File: src/rtl/irq_pkg.sv
package irq_pkg;
  // Source ordering doubles as the priority order (lowest index wins)
  typedef enum logic [1:0] {
    SRC_USB  = 2'd0,
    SRC_TMR0 = 2'd1,
    SRC_TMR1 = 2'd2
  } irq_src_e;

  localparam int unsigned MASTER_BIT = 0;
  localparam int unsigned EN_LSB     = 1;

  function automatic int unsigned flag_lsb(int unsigned n_src);
    return EN_LSB + n_src;
  endfunction
endpackage

File: src/rtl/irq_ctrl_reg.sv
module irq_ctrl_reg #(
  parameter int unsigned N_SRC  = 3,
  parameter int unsigned DATA_W = 8
) (
  input  logic              clk,
  input  logic              rst,
  input  logic              wr_en,
  input  logic [DATA_W-1:0] wr_data,
  input  logic [N_SRC-1:0]  hw_set,
  input  logic              take,
  input  logic [N_SRC-1:0]  take_oh,
  input  logic              reti,
  output logic [DATA_W-1:0] ctrl_q
);
  import irq_pkg::*;
  localparam int unsigned FLAG_LSB = flag_lsb(N_SRC);
  localparam int unsigned USED_W   = FLAG_LSB + N_SRC;

  logic [DATA_W-1:0] ctrl_d;

  // Order of precedence: write, then service clear / reti, then hardware set
  always_comb begin
    ctrl_d = ctrl_q;
    if (wr_en) ctrl_d = wr_data;
    if (take) begin
      ctrl_d[MASTER_BIT] = 1'b0;
      for (int i = 0; i < N_SRC; i++)
        if (take_oh[i]) ctrl_d[FLAG_LSB+i] = 1'b0;
    end else if (reti) begin
      ctrl_d[MASTER_BIT] = 1'b1;
    end
    for (int i = 0; i < N_SRC; i++)
      if (hw_set[i]) ctrl_d[FLAG_LSB+i] = 1'b1;
    for (int b = USED_W; b < DATA_W; b++)
      ctrl_d[b] = 1'b0;
  end

  always_ff @(posedge clk) begin
    if (rst) ctrl_q <= '0;
    else     ctrl_q <= ctrl_d;
  end

  generate
    for (genvar g = 0; g < N_SRC; g++) begin : g_flag_chk

      flag_set_wins_chk: assert property (@(posedge clk) disable iff (rst)
        $past(hw_set[g]) |-> ctrl_q[FLAG_LSB+g]);
    end
  endgenerate


  spare_bits_zero_chk: assert property (@(posedge clk) disable iff (rst)
    ctrl_q[DATA_W-1] == 1'b0);


  reti_sets_master_chk: assert property (@(posedge clk) disable iff (rst)
    $past(reti) && !$past(take) |-> ctrl_q[MASTER_BIT]);
endmodule

File: src/rtl/irq_prio_sel.sv
module irq_prio_sel #(
  parameter int unsigned N_SRC = 3,
  parameter int unsigned IDX_W = (N_SRC > 1) ? $clog2(N_SRC) : 1
) (
  input  logic [N_SRC-1:0] pend,
  output logic [N_SRC-1:0] grant,
  output logic [IDX_W-1:0] idx,
  output logic             any
);
  // Scan from the lowest priority up so the lowest index is the last to win
  always_comb begin
    grant = '0;
    idx   = '0;
    for (int i = N_SRC - 1; i >= 0; i--) begin
      if (pend[i]) begin
        grant    = '0;
        grant[i] = 1'b1;
        idx      = IDX_W'(i);
      end
    end
    any = |pend;
  end


  grant_single_chk: assert final ($onehot0(grant));
endmodule

File: src/rtl/irq_vector_ctrl.sv
module irq_vector_ctrl #(
  parameter int unsigned N_SRC    = 3,
  parameter int unsigned DATA_W   = 8,
  parameter int unsigned VEC_W    = 8,
  parameter int unsigned VEC_BASE = 4,
  parameter int unsigned VEC_STEP = 4
) (
  input  logic              clk,
  input  logic              rst,
  input  logic              bus_wr,
  input  logic [DATA_W-1:0] bus_wdata,
  output logic [DATA_W-1:0] bus_rdata,
  input  logic [N_SRC-1:0]  src_req,
  input  logic              stack_full,
  input  logic              reti,
  output logic              call_req,
  output logic [VEC_W-1:0]  call_vec,
  output logic              push_pc_only
);
  import irq_pkg::*;
  localparam int unsigned FLAG_LSB = flag_lsb(N_SRC);
  localparam int unsigned IDX_W    = (N_SRC > 1) ? $clog2(N_SRC) : 1;

  logic [DATA_W-1:0] ctrl_q;
  logic [N_SRC-1:0]  pend, grant;
  logic [IDX_W-1:0]  win_idx;
  logic              any_pend, take;
  logic [VEC_W-1:0]  win_vec;

  generate
    for (genvar g = 0; g < N_SRC; g++) begin : g_pend
      assign pend[g] = ctrl_q[MASTER_BIT] & ctrl_q[EN_LSB+g] & ctrl_q[FLAG_LSB+g];
    end
  endgenerate

  irq_prio_sel #(.N_SRC(N_SRC), .IDX_W(IDX_W)) u_sel (
    .pend (pend),
    .grant(grant),
    .idx  (win_idx),
    .any  (any_pend)
  );

  assign take    = any_pend & ~stack_full;
  assign win_vec = VEC_W'(VEC_BASE) + VEC_W'(win_idx) * VEC_W'(VEC_STEP);

  irq_ctrl_reg #(.N_SRC(N_SRC), .DATA_W(DATA_W)) u_reg (
    .clk    (clk),
    .rst    (rst),
    .wr_en  (bus_wr),
    .wr_data(bus_wdata),
    .hw_set (src_req),
    .take   (take),
    .take_oh(grant),
    .reti   (reti),
    .ctrl_q (ctrl_q)
  );

  always_ff @(posedge clk) begin
    if (rst) begin
      call_req     <= 1'b0;
      call_vec     <= '0;
      push_pc_only <= 1'b0;
    end else begin
      call_req     <= take;
      push_pc_only <= take;
      if (take) call_vec <= win_vec;
    end
  end

  assign bus_rdata = ctrl_q;


  master_cleared_chk: assert property (@(posedge clk) disable iff (rst)
    call_req |-> !bus_rdata[MASTER_BIT]);


  take_cond_chk: assert property (@(posedge clk) disable iff (rst)
    call_req |-> $past(bus_rdata[MASTER_BIT]) && !$past(stack_full));


  single_pulse_chk: assert property (@(posedge clk) disable iff (rst)
    call_req |=> !call_req);


  usb_first_chk: assert property (@(posedge clk) disable iff (rst)
    call_req && $past(bus_rdata[EN_LSB] && bus_rdata[FLAG_LSB])
      |-> call_vec == VEC_W'(VEC_BASE));


  push_match_chk: assert property (@(posedge clk) disable iff (rst)
    push_pc_only == call_req);
endmodule

File: config.mk
export PLATFORM = sky130hd
export DESIGN_NAME = irq_vector_ctrl
export DESIGN_NICKNAME = d
export VERILOG_FILES = /design/src/rtl/irq_pkg.sv /design/src/rtl/irq_ctrl_reg.sv /design/src/rtl/irq_prio_sel.sv /design/src/rtl/irq_vector_ctrl.sv
export SDC_FILE = /design/constraint.sdc
export NUM_CORES = 1
export LEC_CHECK = 0
export ABC_CLOCK_PERIOD_IN_PS = 1750
export BUFFER_PORTS_ARGS = -buffer_cell sky130_fd_sc_hd__buf_2
export CORE_MARGIN = 1
export CORE_UTILIZATION = 39
export DETAILED_ROUTE_END_ITERATION = 10
export GPL_TIMING_DRIVEN = 1
export PLACE_DENSITY = 0.72
export SLEW_MARGIN = 30
export SYNTH_ARGS = -nofsm -noshare
export SYNTH_HDL_FRONTEND = slang
export SYNTH_SLANG_ARGS = --single-unit
export TNS_END_PERCENT = 5
File: constraint.sdc
create_clock -name clk -period 1.75 [get_ports clk]
set_input_delay 0.0875 -clock clk [delete_from_list [all_inputs] [get_ports clk]]
set_output_delay 0.0875 -clock clk [all_outputs]
set_load 0.02 [all_outputs]
# == Word level (Yosys, flattened, before mapping) ==
# Cells that the tools add are included.
# totals
word_cells,32
latchBits,0
mem_bits_ro,0
output_inout_bits,18
ff_bits,16
mem_count,0
input_bits,16
mem_bits_rw,0
# classes
n_lt_le_gt_ge,0
shift,0
muxes,15
n_reduce_logical,3
n_div,0
n_addsub,1
bitwise,8
mul,0
n_eq_ne,0
# ops
op,n
$mux W3,4
$and A1 B1 Y1,7
$mux W1,7
$mux W7,1
$mux W2,3
$add A3 B4 Y5 const A,1
$reduce_or A3 Y1,1
$reduce_bool A2 Y1,1
$reduce_or A2 Y1,1
$not A1 Y1,1

# == Depth between registers and ports, before layout ==
# Gate-level depths: netlist of the first run.
# logic_depth
word_depth,8
ltp_mapped,5
mapped_depth_nobuf,5

# == By module ==
# Synthesis of the first run repeated with hierarchy kept, for this count alone.
# hier_totals
cells_unflattened,63
hier_area_um2,608.1
# by_module_without_submodules
mod,seq_area_each_um2,area_each_um2,cells_each,instances
irq_ctrl_reg,140.1,315.3,31,1
irq_vector_ctrl,80.1,250.2,26,1
irq_prio_sel,0.0,42.5,6,1

# == Worst setup path after synthesis of the first run ==
# Ideal clock, no wire load.
# synth_path
path_type,reg2reg
start,register u_reg.ctrl_q[1]
end,register call_vec[3]
setup_ns,0.130
period_less_slack_ns,1.384
path_stages_with_launch,6
t_arrival_ns,1.253
path_buffers,0
setup_slack_ns,0.366
required_ns,1.620
cell_sequence,dfxtp_1 -> nand2_1 -> and4_2 -> ha_1 -> nand3b_1 -> a21oi_1
# synth_via
elab_chain_cells,4
elab_cells_between_ends,6
classes_between,add/sub (1); mux (1); bitwise (3); reduce/logical (1)
# synth_rtl
element,line_no,rtl
from (decl),irq_ctrl_reg.sv:13,output logic [DATA_W-1:0] ctrl_q
from (signal assigned),irq_ctrl_reg.sv:40,else ctrl_q <= ctrl_d;
$and A1 B1 Y1 (2 in a row),irq_vector_ctrl.sv:32,assign pend[g] = ctrl_q[MASTER_BIT] & ctrl_q[EN_LSB+g] & ctrl_q[FLAG_LSB+g];
$mux W2,irq_prio_sel.sv:15,if (pend[i]) begin
$add A3 B4 Y5,irq_vector_ctrl.sv:44,assign win_vec = VEC_W'(VEC_BASE) + VEC_W'(win_idx) * VEC_W'(VEC_STEP);
net win_vec[3],irq_vector_ctrl.sv:28,logic [VEC_W-1:0] win_vec;
to (signal assigned),irq_vector_ctrl.sv:66,if (take) call_vec <= win_vec;
to (decl),irq_vector_ctrl.sv:17,"output logic [VEC_W-1:0] call_vec,"
# The timed path passes the listed nets, and every way through them passes these cells.
# A chain may end at the register's enable or synchronous reset.

# == Final worst setup path of the first run ==
# layout_path
start,register u_reg.ctrl_q[4]
end,register call_vec[3]
# layout_via
elab_chain_cells,3
elab_cells_between_ends,5
classes_between,add/sub (1); mux (1); bitwise (2); reduce/logical (1)
# layout_rtl
element,line_no
$and A1 B1 Y1,irq_vector_ctrl.sv:32
$mux W2,irq_prio_sel.sv:15
$add A3 B4 Y5,irq_vector_ctrl.sv:44
net win_vec[3],irq_vector_ctrl.sv:28
# The timed path passes the listed nets, and every way through them passes these cells.

==> flow_summary.toml, run 1 <==
[drt]
routed_wl_um = 1140
routed_wire_length_per_instance_um = 10.9
drt-vias-per-instance = 5.17
first_iter_violations = 14
detailroute.via_count = 538
drt-pass1-iter-count = 5
antenna_left = 0
drc = 0

[global_routing]
number_of_antenna_violations_at_the_first_check_in_global_routing = 0
gr-total-overflow = 0
wire_length_of_the_first_global_routing_pass_um = 1720
grt_max_degree = 12
number_of_global_route_vias_before_repair = 395
track_usage = 0.163

[layout]
antenna_cells_inserted = 0
mostFrequentLayoutCell = "sky130_fd_sc_hd__buf_2"
layout.cell_area.non_filler_um2 = 697
synthToLayoutAreaGrowth_pct = 21.9
nNetsFinal = 107
final_cell_mix = "26 x sky130_fd_sc_hd__buf_2, 11 x sky130_fd_sc_hd__dfxtp_1, 6 x sky130_fd_sc_hd__conb_1"
drive_gt1_frac = 0.371

[clock_tree]
cts_setup_buffers = 0
htreeDepth = 1
clock_sinks = 11
ctsLongestPathBuffers = 2
tritoncts_clock_tree = "yes"
clockRootBuffer = "sky130_fd_sc_hd__clkbuf_4"
cts_buffers = 3
clk_latency_ns = 0.26
clk_transition_reported_paths_ns = 0.07
gates_resized_cts_repair = 0
postCtsHoldBufs = 0

[sta]
final.setup.worst_slack_ns = 0.403
slew_violations = 0
worst_clock_skew_ns = 0.000891
setup_repair_after_global_routing_missed_its_margin = "no"
timing_hold_violations_final = 0
final.period_utilization = 0.770
max_freq_mhz = 742
totalNegativeSetupSlack_ns = 0
timing.hold.ws_ns = 0.0518
final-setup-viol-count = 0
min_period_ns = 1.35

[worst_setup_path]
rrSetupSlack_ns = 0.40
reg2reg_launch_point = "u_reg.ctrl_q[4]$_SDFF_PP0_"
startpoint_type = "flip-flop"
crit_path_end_kind = "flip-flop"
rr_worst_depth = 5
crit_required_ns = 1.90
worstSetupStartpoint = "u_reg.ctrl_q[4]$_SDFF_PP0_"
longest_individual_stage_delay_on_the_worst_path_ns = 0.40
worstSetupPathType = "flip-flop to flip-flop"
crit_arrival_ns = 1.50
critical_path.reg2reg.endpoint = "call_vec[3]$_SDFFE_PP0P_"
path_cells = "nand2_1, and4_2, ha_1, nand3b_1, a21oi_1"
path_max_fanout = 5
timing.critical_path.slowest_stage_cell = "sky130_fd_sc_hd__dfxtp_1"

[yosys]
mapped_cells = 62
synth_top_area_cells = "sky130_fd_sc_hd__dfxtp_1 39%, sky130_fd_sc_hd__buf_4 9.2%, sky130_fd_sc_hd__mux2i_1 7.0%, sky130_fd_sc_hd__a21oi_1 3.5%, sky130_fd_sc_hd__nor2_1 3.3%"
ys_warn_count = 0
synth_sequential_area_ratio = 0.385
synth_seq_cells = 11
syn-mean-instance-area_um2 = 9.22
post_synth_instance_area_um2 = 572
synth_largest_type_area_fraction = 0.385
dominant_cell_type_by_area_after_synthesis = "sky130_fd_sc_hd__dfxtp_1"
synth_cell_type_count = 27

[floorplan]
core_area_mm2 = 0.00133
ioPinCount = 34
initial_core_utilization = 0.429
die_h_um = 40.3
die_w_um = 40.3
core.rowCount = 13
die_area_mm2 = 0.00162

[run]
cap_violations = 0

[placement]
dp_slack_ns = 0.426
hpwlAfterDp_um = 864
portBuffers = 26
globalplace.congestion = 0.722
dpl_cell_area_um2 = 671

[hold_path]
min_path_cells = 3
min_delay_worst_endpoint = "u_reg.ctrl_q[4]$_SDFF_PP0_"
min_path_type = "input pin to flip-flop"
hold_start = "src_req[0]"

[power_and_ir_drop]
ir_drop_mv = 0.484
leakage_nw = 0.348
cellPowerDensity_mw_per_mm2 = 790

[status]
run_status = "finished clean"
[synthesized netlist by cell type]
library cell	n
sky130_fd_sc_hd__dfxtp_1	11
sky130_fd_sc_hd__buf_4	7
sky130_fd_sc_hd__nor2_1	5
sky130_fd_sc_hd__a21oi_1	4
sky130_fd_sc_hd__mux2i_1	4
sky130_fd_sc_hd__nor2b_1	3
sky130_fd_sc_hd__nor3_1	3
sky130_fd_sc_hd__a211oi_1	2
sky130_fd_sc_hd__inv_1	2
sky130_fd_sc_hd__nand2_1	2
sky130_fd_sc_hd__nand3b_1	2
sky130_fd_sc_hd__o21ai_0	2
sky130_fd_sc_hd__a222oi_1	1
sky130_fd_sc_hd__a22o_2	1
sky130_fd_sc_hd__a41o_2	1
sky130_fd_sc_hd__a41oi_1	1
sky130_fd_sc_hd__and4_2	1
sky130_fd_sc_hd__buf_6	1
sky130_fd_sc_hd__conb_1	1
sky130_fd_sc_hd__dlymetal6s2s_1	1
sky130_fd_sc_hd__ha_1	1
sky130_fd_sc_hd__nand2b_1	1
sky130_fd_sc_hd__nand3_1	1
sky130_fd_sc_hd__nor4_1	1
sky130_fd_sc_hd__o21a_1	1
sky130_fd_sc_hd__o221ai_1	1
sky130_fd_sc_hd__or2b_1	1
[final cells by class]
| class | instances | area (um^2) |
|---|---|---|
| fill | 137 | 637 |
| multi-input combinational | 45 | 287 |
| timing repair buffer | 27 | 138 |
| tap | 15 | 18.8 |
| inverter | 2 | 7.51 |
| sequential | 11 | 220 |
| clock buffer | 4 | 26.3 |
[per-layer routing]
layer  global-route usage  wire [um]  vias up
li1                     -          -      270
met5                    0          0        -
met1                0.217        534      243
met3               0.0333         79        2
met2                0.238        515       23
met4                0.100          8        0
[how the worst max path moves through the flow]
stage / to / slack, ns / depth (start not counted)
final: call_vec[3]$_SDFFE_PP0P_ / 0.40 / 5
after global routing: call_vec[3]$_SDFFE_PP0P_ / 0.32 / 5
after CTS: call_vec[3]$_SDFFE_PP0P_ / 0.41 / 5
after detailed placement: call_vec[3]$_SDFFE_PP0P_ / 0.43 / 5
after global placement: call_vec[3]$_SDFFE_PP0P_ / 0.48 / 5
after floorplan: call_vec[3]$_SDFFE_PP0P_ / 0.37 / 5
[worst max-delay path: cells and delay by family (launching register included)]
family	cells	cell delay, ns
and+or+nand+nor	3	0.49
AOI/OAI and AO/OA	1	0.06
adders and majority gates	1	0.29
DFF	1	0.40
[power breakdown]
| part | switching, mW | internal [mW] | leakage (nW) |
|---|---|---|---|
| clock | 0.0809 | 0.0881 | 0.0150 |
| sequential | 0.0163 | 0.263 | 0.0906 |
| combinational | 0.0601 | 0.0429 | 0.243 |
| total | 0.157 | 0.394 | 0.348 |
[sequential cells by signal, indices dropped and copies added, names as in the netlist]
name          cells
call_vec          3
push_pc_only      1
u_reg.ctrl_q      7
[cell families after synthesis]
kind of cell | Yosys count | synth area share
and+or+nand+nor | 20 | 0.193
AOI/OAI and AO/OA | 14 | 0.177
buffers and inverters | 11 | 0.147
DFF | 11 | 0.385
muxes | 4 | 0.0700
adders and majority gates | 1 | 0.0219
other | 1 | 0.00656
[per-stage QoR]
step	total power, mW	util	cells
final	0.551	0.523	104
after CTS	0.556	0.523	104
after floorplan	0.361	-	67
after global routing	0.575	0.523	104
after global placement	0.384	0.503	100
after detailed placement	0.387	0.503	100
No activity file was read; power rests on OpenSTA's default activity.
==> run 2, diff against run 1 <==
--- a/config.mk
+++ b/config.mk
@@ -5,13 +5,14 @@
 export SDC_FILE = /design/constraint.sdc
 export NUM_CORES = 1
 export LEC_CHECK = 0
-export ABC_CLOCK_PERIOD_IN_PS = 1750
+export ABC_AREA = 1
+export ABC_CLOCK_PERIOD_IN_PS = 1080
 export BUFFER_PORTS_ARGS = -buffer_cell sky130_fd_sc_hd__buf_2
 export CORE_MARGIN = 1
-export CORE_UTILIZATION = 39
+export CORE_UTILIZATION = 36
 export DETAILED_ROUTE_END_ITERATION = 10
 export GPL_TIMING_DRIVEN = 1
-export PLACE_DENSITY = 0.72
+export PLACE_DENSITY = 0.7
 export SLEW_MARGIN = 30
 export SYNTH_ARGS = -nofsm -noshare
 export SYNTH_HDL_FRONTEND = slang
==> constraint.sdc (replaced) <==
create_clock -name clk -period 1.08 [get_ports clk]
set_input_delay 0.054 -clock clk [delete_from_list [all_inputs] [get_ports clk]]
set_output_delay 0.054 -clock clk [all_outputs]
set_load 0.02 [all_outputs]
==> run 2 against run 1 <==
  * The run now ends with setup timing left
  * Critical path depth is 1 higher
  * Area after synthesis is 2.4% lower
  * Cell area is 13% higher
  * Non-clock buffer count is 5 higher
  * Clock-buffer cell count stayed put
==> flow_summary.toml, run 2 <==
[yosys]
async_flop_share = 0
mapped_cells = 74
dominant_cell_type_by_area_after_synthesis = "sky130_fd_sc_hd__dfxtp_1"
synth_xor_area_frac = 0
synth_most_common_cell = "sky130_fd_sc_hd__nand2_1"
post_synth_instance_area_um2 = 558
synth_largest_type_area_fraction = 0.395
dominantRegCellSynth = "sky130_fd_sc_hd__dfxtp_1"
muxShareOfSynthArea = 0.0179
synth-simple-area-share = 0.321
synth_top_family_by_area = "simple AND/OR/NAND/NOR gates"
synth_compound_gate_area_share = 0.0874
synth_seq_cells = 11
synth_fa_ha_area_frac = 0.0224
synth-edff-count = 0
synth_top_area_cells = "sky130_fd_sc_hd__dfxtp_1 39%, sky130_fd_sc_hd__nand2_1 10%, sky130_fd_sc_hd__buf_4 9.4%, sky130_fd_sc_hd__nor2_1 5.4%, sky130_fd_sc_hd__a21oi_1 4.5%"
synth_sequential_area_ratio = 0.395
ys_warn_count = 0
synth_cell_type_count = 21
syn-mean-instance-area_um2 = 7.54
netlist_top_cells_count = "15 x sky130_fd_sc_hd__nand2_1, 11 x sky130_fd_sc_hd__dfxtp_1, 8 x sky130_fd_sc_hd__nor2_1, 7 x sky130_fd_sc_hd__buf_4, 5 x sky130_fd_sc_hd__a21oi_1"

[global_routing]
wire_length_of_the_first_global_routing_pass_um = 1970
grt.met1_usage = 0.201
groute.layer.met3.usage = 0.0798
gr-total-overflow = 0
met2_usage = 0.316
track_usage = 0.186
grt_max_degree = 9
number_of_global_route_vias_before_repair = 456
busiest_layer = "met2"
number_of_antenna_violations_at_the_first_check_in_global_routing = 0

[drt]
routed_wl_um = 1200
routed_wire_length_per_instance_um = 9.80
first_iter_violations = 9
drt-pass1-iter-count = 4
drc = 0
detailroute.via_count = 554
drt-vias-per-instance = 4.54
antenna_left = 0

[layout]
regMostFlops = "u_reg.ctrl_q"
antenna_cells_inserted = 0
cell_count_final_fillers_out = 122
synthToLayoutAreaGrowth_pct = 41.3
drive_gt1_frac = 0.514
nNetsFinal = 125
mostFrequentLayoutCell = "sky130_fd_sc_hd__buf_2"
largest_register_ff_count = 7
layout_top_registers = "u_reg.ctrl_q (7), call_vec (3), push_pc_only (1)"
final_cell_mix = "26 x sky130_fd_sc_hd__buf_2, 15 x sky130_fd_sc_hd__nand2_1, 8 x sky130_fd_sc_hd__nor2_1"

[clock_tree]
ctsLongestPathBuffers = 2
clk_transition_reported_paths_ns = 0.07
htreeDepth = 1
clk_latency_ns = 0.27
cts_buffers = 3
clockRootBuffer = "sky130_fd_sc_hd__clkbuf_4"
clock_sinks = 11
tritoncts_clock_tree = "yes"

[sta]
worst_clock_skew_ns = 0.00970
max_freq_mhz = 911
setup_repair_after_global_routing_missed_its_margin = "yes"
timing_hold_violations_final = 0
slew_violations = 0
min_period_ns = 1.10
final.setup.worst_slack_ns = -0.0173
final.period_utilization = 1.02
final-setup-viol-count = 1
timing.hold.ws_ns = 0.0155

[power_and_ir_drop]
ir_drop_mv = 0.833
leakage_nw = 0.447
cellPowerDensity_mw_per_mm2 = 1160

[worst_setup_path]
worstSetupPathType = "flip-flop to flip-flop"
startpoint_type = "flip-flop"
worst_path_most_repeated_cell = "sky130_fd_sc_hd__nand2_1"
top_family_by_delay_on_critical_path = "flip-flops"
longest_individual_stage_delay_on_the_worst_path_ns = 0.37
path_max_fanout = 5
critical_path_buf_inv_count = 1
path_cells = "nand3_2, inv_2, nor3_2, ha_1, nand2_1, nand2_1"
crit_path_end_kind = "flip-flop"
crit_required_ns = 1.25
timing.critical_path.slowest_stage_cell = "sky130_fd_sc_hd__dfxtp_4"
crit_arrival_ns = 1.27

[floorplan]
initial_core_utilization = 0.408
die_h_um = 41.4
core.rowCount = 13
die_w_um = 41.4
core_area_mm2 = 0.00137
ioPinCount = 34
die_area_mm2 = 0.00171

[status]
run_status = "finished, violations left"
violations = "setup timing"

[placement]
globalplace.congestion = 0.819
portBuffers = 26
dp_slack_ns = -0.0339
hpwlAfterDp_um = 938
dpl.cell_count = 115

[hold_path]
min_path_type = "input pin to flip-flop"

[run]
cap_violations = 0
## run 2: cell types whose count changed after synthesis, sizes merged, moves of 3 or more
cell	before	now
inv	2	7
nor2b	3	0
nor2	5	10
nand3	1	6
nand2	2	18
mux2i	4	1
## run 2: cell type report
| cell class | count | area (um^2) |
|---|---|---|
| Clock buffer | 4 | 26.3 |
| Multi-Input combinational cell | 53 | 295 |
| Sequential cell | 11 | 239 |
| Inverter | 7 | 26.3 |
| Tap cell | 15 | 18.8 |
| Fill cell | 136 | 578 |
| Timing Repair Buffer | 32 | 183 |
## run 2: cell families after synthesis
| family | count (synthesis) |
|---|---|
| flip-flops | 11 |
| AO/OA/AOI/OAI | 9 |
| buffers and inverters | 15 |
| adder cells (fa/ha/maj) | 1 |
| AND/OR/NAND/NOR | 36 |
| multiplexers | 1 |
| other | 1 |
## run 2: worst reg2reg max path: cells and delay by family, from the launching register on
family | cells | cell delay, ns
adders and majority gates | 1 | 0.25
buffers and inverters | 1 | 0.05
DFF | 1 | 0.37
and+or+nand+nor | 4 | 0.35
## run 2: repair_timing
action | 4_1_cts | 5_1_grt
hold buffers | 3 | 0
hold endpoints to repair | 3 | 0
setup buffers | 0 | 0
endpoints found under the setup margin | 3 | 3
pin swaps | 3 | 1
resized for setup | 1 | 0
## run 2: metrics by stage
step	setup TNS, ns	instance area [um^2]	utilization	power [mW]
6_report	-0.0173	788	0.577	0.913
3_5_place_dp	-0.0384	727	0.532	0.638
4_1_cts	-0.0184	788	0.577	0.927
5_1_grt	-0.179	788	0.577	0.970
3_3_place_gp	-0.0170	727	0.532	0.635
2_1_floorplan	-0.0200	613	-	0.590
## run 2: layer usage
layer / vias to the layer above / share of wire / wire [um]
li1: 289 / - / -
met4: 0 / 0.0084 / 10
met1: 239 / 0.45 / 533
met3: 2 / 0.074 / 88
met2: 24 / 0.47 / 561
met5: - / 0 / 0
## run 2: worst paths after layout
path	cells past startpoint	from	slack, ns	to
max reg2reg	6	u_reg.ctrl_q[0]$_SDFFE_PP0P_	-0.02	call_vec[3]$_SDFFE_PP0P_
min	3	bus_wdata[3]	0.02	u_reg.ctrl_q[3]$_SDFFE_PP0P_
max	6	u_reg.ctrl_q[0]$_SDFFE_PP0P_	-0.02	call_vec[3]$_SDFFE_PP0P_
min reg2reg	2	call_vec[2]$_SDFFE_PP0P_	0.46	call_vec[2]$_SDFFE_PP0P_
## run 2: power by group
part,switching (mW),internal [mW]
registers,0.0251,0.429
logic,0.113,0.0706
clock network,0.132,0.143
total,0.270,0.643
==> run 3, diff against run 2 <==
--- a/config.mk
+++ b/config.mk
@@ -12,7 +12,7 @@
 export CORE_UTILIZATION = 36
 export DETAILED_ROUTE_END_ITERATION = 10
 export GPL_TIMING_DRIVEN = 1
-export PLACE_DENSITY = 0.7
+export PLACE_DENSITY = 0.75
 export SLEW_MARGIN = 30
 export SYNTH_ARGS = -nofsm -noshare
 export SYNTH_HDL_FRONTEND = slang
==> run 3 against run 2 <==
  * The run still ends with setup timing left
  * Worst hold slack got worse by 0.011 ns
  * Cell area is 4.9% higher
  * Cell count grew 2.5%
  * Die area unchanged
  * Critical path depth unchanged
  * Non-clock buffer count increased by 3
  * Fmax rose by 0.32%
  * Worst setup slack better by 0.0035 ns
  * Flip-flop and latch count unchanged
  * Sequential power barely moved
  * First-iteration DRC count grew 140%
  * Combinational power increased by 5%
  * Critical path type unchanged
  * Largest cell class unchanged
==> flow_summary.toml, run 3 (synthesized netlist as in run 2, its figures left out) <==
[drt]
first_iter_violations = 22
drc = 0
drt-vias-per-instance = 4.60
drt-pass1-iter-count = 4
routed_wire_length_per_instance_um = 10.2
routed_wl_um = 1280
antenna_left = 0
detailroute.via_count = 575

[floorplan]
die_h_um = 41.4
core.rowCount = 13
die_area_mm2 = 0.00171
initial_core_utilization = 0.408
core_area_mm2 = 0.00137
die_w_um = 41.4
ioPinCount = 34

[layout]
antenna_cells_inserted = 0
drive_gt1_frac = 0.518
final_cell_mix = "26 x sky130_fd_sc_hd__buf_2, 15 x sky130_fd_sc_hd__nand2_1, 8 x sky130_fd_sc_hd__nor2_1"
layout_top_registers = "u_reg.ctrl_q (7), call_vec (3), push_pc_only (1)"
layout.cell_area.non_filler_um2 = 827
synthToLayoutAreaGrowth_pct = 48.2
cell_count_final_fillers_out = 125
nNetsFinal = 128
regMostFlops = "u_reg.ctrl_q"
mostFrequentLayoutCell = "sky130_fd_sc_hd__buf_2"
largest_register_ff_count = 7

[power_and_ir_drop]
ir_drop_mv = 0.642
leakage_nw = 0.462
cellPowerDensity_mw_per_mm2 = 1140

[clock_tree]
cts_buffers = 3
clockRootBuffer = "sky130_fd_sc_hd__clkbuf_4"
ctsLongestPathBuffers = 2
htreeDepth = 1
clock_sinks = 11
tritoncts_clock_tree = "yes"
clk_transition_reported_paths_ns = 0.08
clk_latency_ns = 0.28

[placement]
dpl_cell_area_um2 = 727
dpl.cell_count = 115
globalplace.congestion = 0.810
portBuffers = 26
dp_slack_ns = -0.0338
hpwlAfterDp_um = 975

[worst_setup_path]
startpoint_type = "flip-flop"
timing.critical_path.slowest_stage_cell = "sky130_fd_sc_hd__dfxtp_4"
path_max_fanout = 5
longest_individual_stage_delay_on_the_worst_path_ns = 0.38
worstSetupPathType = "flip-flop to flip-flop"
worst_path_most_repeated_cell = "sky130_fd_sc_hd__nand2_1"
path_cells = "nand3_4, inv_2, nor3_2, ha_1, nand2_1, nand2_1"
crit_arrival_ns = 1.28
crit_required_ns = 1.26
crit_path_end_kind = "flip-flop"

[sta]
setup_repair_after_global_routing_missed_its_margin = "yes"
min_period_ns = 1.09
final.setup.worst_slack_ns = -0.0138
final.period_utilization = 1.01
totalNegativeSetupSlack_ns = -0.0138
final-setup-viol-count = 1
worst_clock_skew_ns = 0.0103
timing.hold.ws_ns = 0.00417
max_freq_mhz = 914
timing_hold_violations_final = 0
slew_violations = 0

[status]
violations = "setup timing"
run_status = "finished, violations left"

[hold_path]
min_path_type = "input pin to flip-flop"

[run]
cap_violations = 0

[global_routing]
gr-total-overflow = 0
number_of_antenna_violations_at_the_first_check_in_global_routing = 0
wire_length_of_the_first_global_routing_pass_um = 1900
number_of_global_route_vias_before_repair = 473
grt_max_degree = 9
track_usage = 0.178
## run 3: cell types whose count changed in the layout (fill, tap and decap cells not counted)
cell                            before  now
sky130_fd_sc_hd__dlygate4sd3_1       3    5
sky130_fd_sc_hd__buf_4               3    4
sky130_fd_sc_hd__clkbuf_1            1    0
sky130_fd_sc_hd__clkinv_2            0    1
sky130_fd_sc_hd__inv_2               5    4
sky130_fd_sc_hd__inv_4               0    1
sky130_fd_sc_hd__nand3_2             3    2
sky130_fd_sc_hd__nand3_4             1    2
## run 3: critical path: cells and delay by family, from the launching register on
family	cells	cell delay [ns]
fa+ha+maj	1	0.24
buf+inv	1	0.04
flops	1	0.38
simple gates	4	0.34
## run 3: stage by stage
step	power (mW)	util
after floorplan	0.590	-
final	0.941	0.605
after CTS	0.929	0.583
after global routing	0.995	0.605
after detailed placement	0.638	0.532
after global placement	0.634	0.532
## run 3: power breakdown
part	internal (mW)	switching (mW)	leakage, nW
Combinational	0.0770	0.117	0.350
Clock	0.137	0.152	0.0177
Sequential	0.429	0.0275	0.0936
## run 3: repair_timing
item | in CTS | in global routing
setup buffers | 1 | 0
hold buffers | 3 | 2
endpoints found under the hold margin | 3 | 2
resized for setup | 1 | 2
setup endpoints to repair | 3 | 5
pin swaps | 2 | 0
## run 3: final cells by class
cell class              instances  area (um^2)
fillers                       127          539
multi-input cells              53          303
flip-flops and latches         11          239
repair buffers                 35          210
inverters                       7         28.8
clock buffers                   3         22.5
well taps                      15         18.8
clock inverters                 1         5.00
## run 3: path summary, 6_finish.rpt
kind | cells after the start | startpoint | slack, ns | endpoint
max | 6 | u_reg.ctrl_q[0]$_SDFFE_PP0P_ | -0.01 | call_vec[3]$_SDFFE_PP0P_
min | 3 | src_req[2] | 0.004 | u_reg.ctrl_q[6]$_SDFF_PP0_
max reg2reg | 6 | u_reg.ctrl_q[0]$_SDFFE_PP0P_ | -0.01 | call_vec[3]$_SDFFE_PP0P_
min reg2reg | 2 | call_vec[4]$_SDFFE_PP0P_ | 0.47 | call_vec[4]$_SDFFE_PP0P_
## run 3: per-layer routing
metal	share of wire	up-vias	GRT usage
li1	-	293	-
met1	0.42	253	0.215
met2	0.48	27	0.277
met3	0.080	2	0.0479
met4	0.013	0	0.113
met5	0	-	0
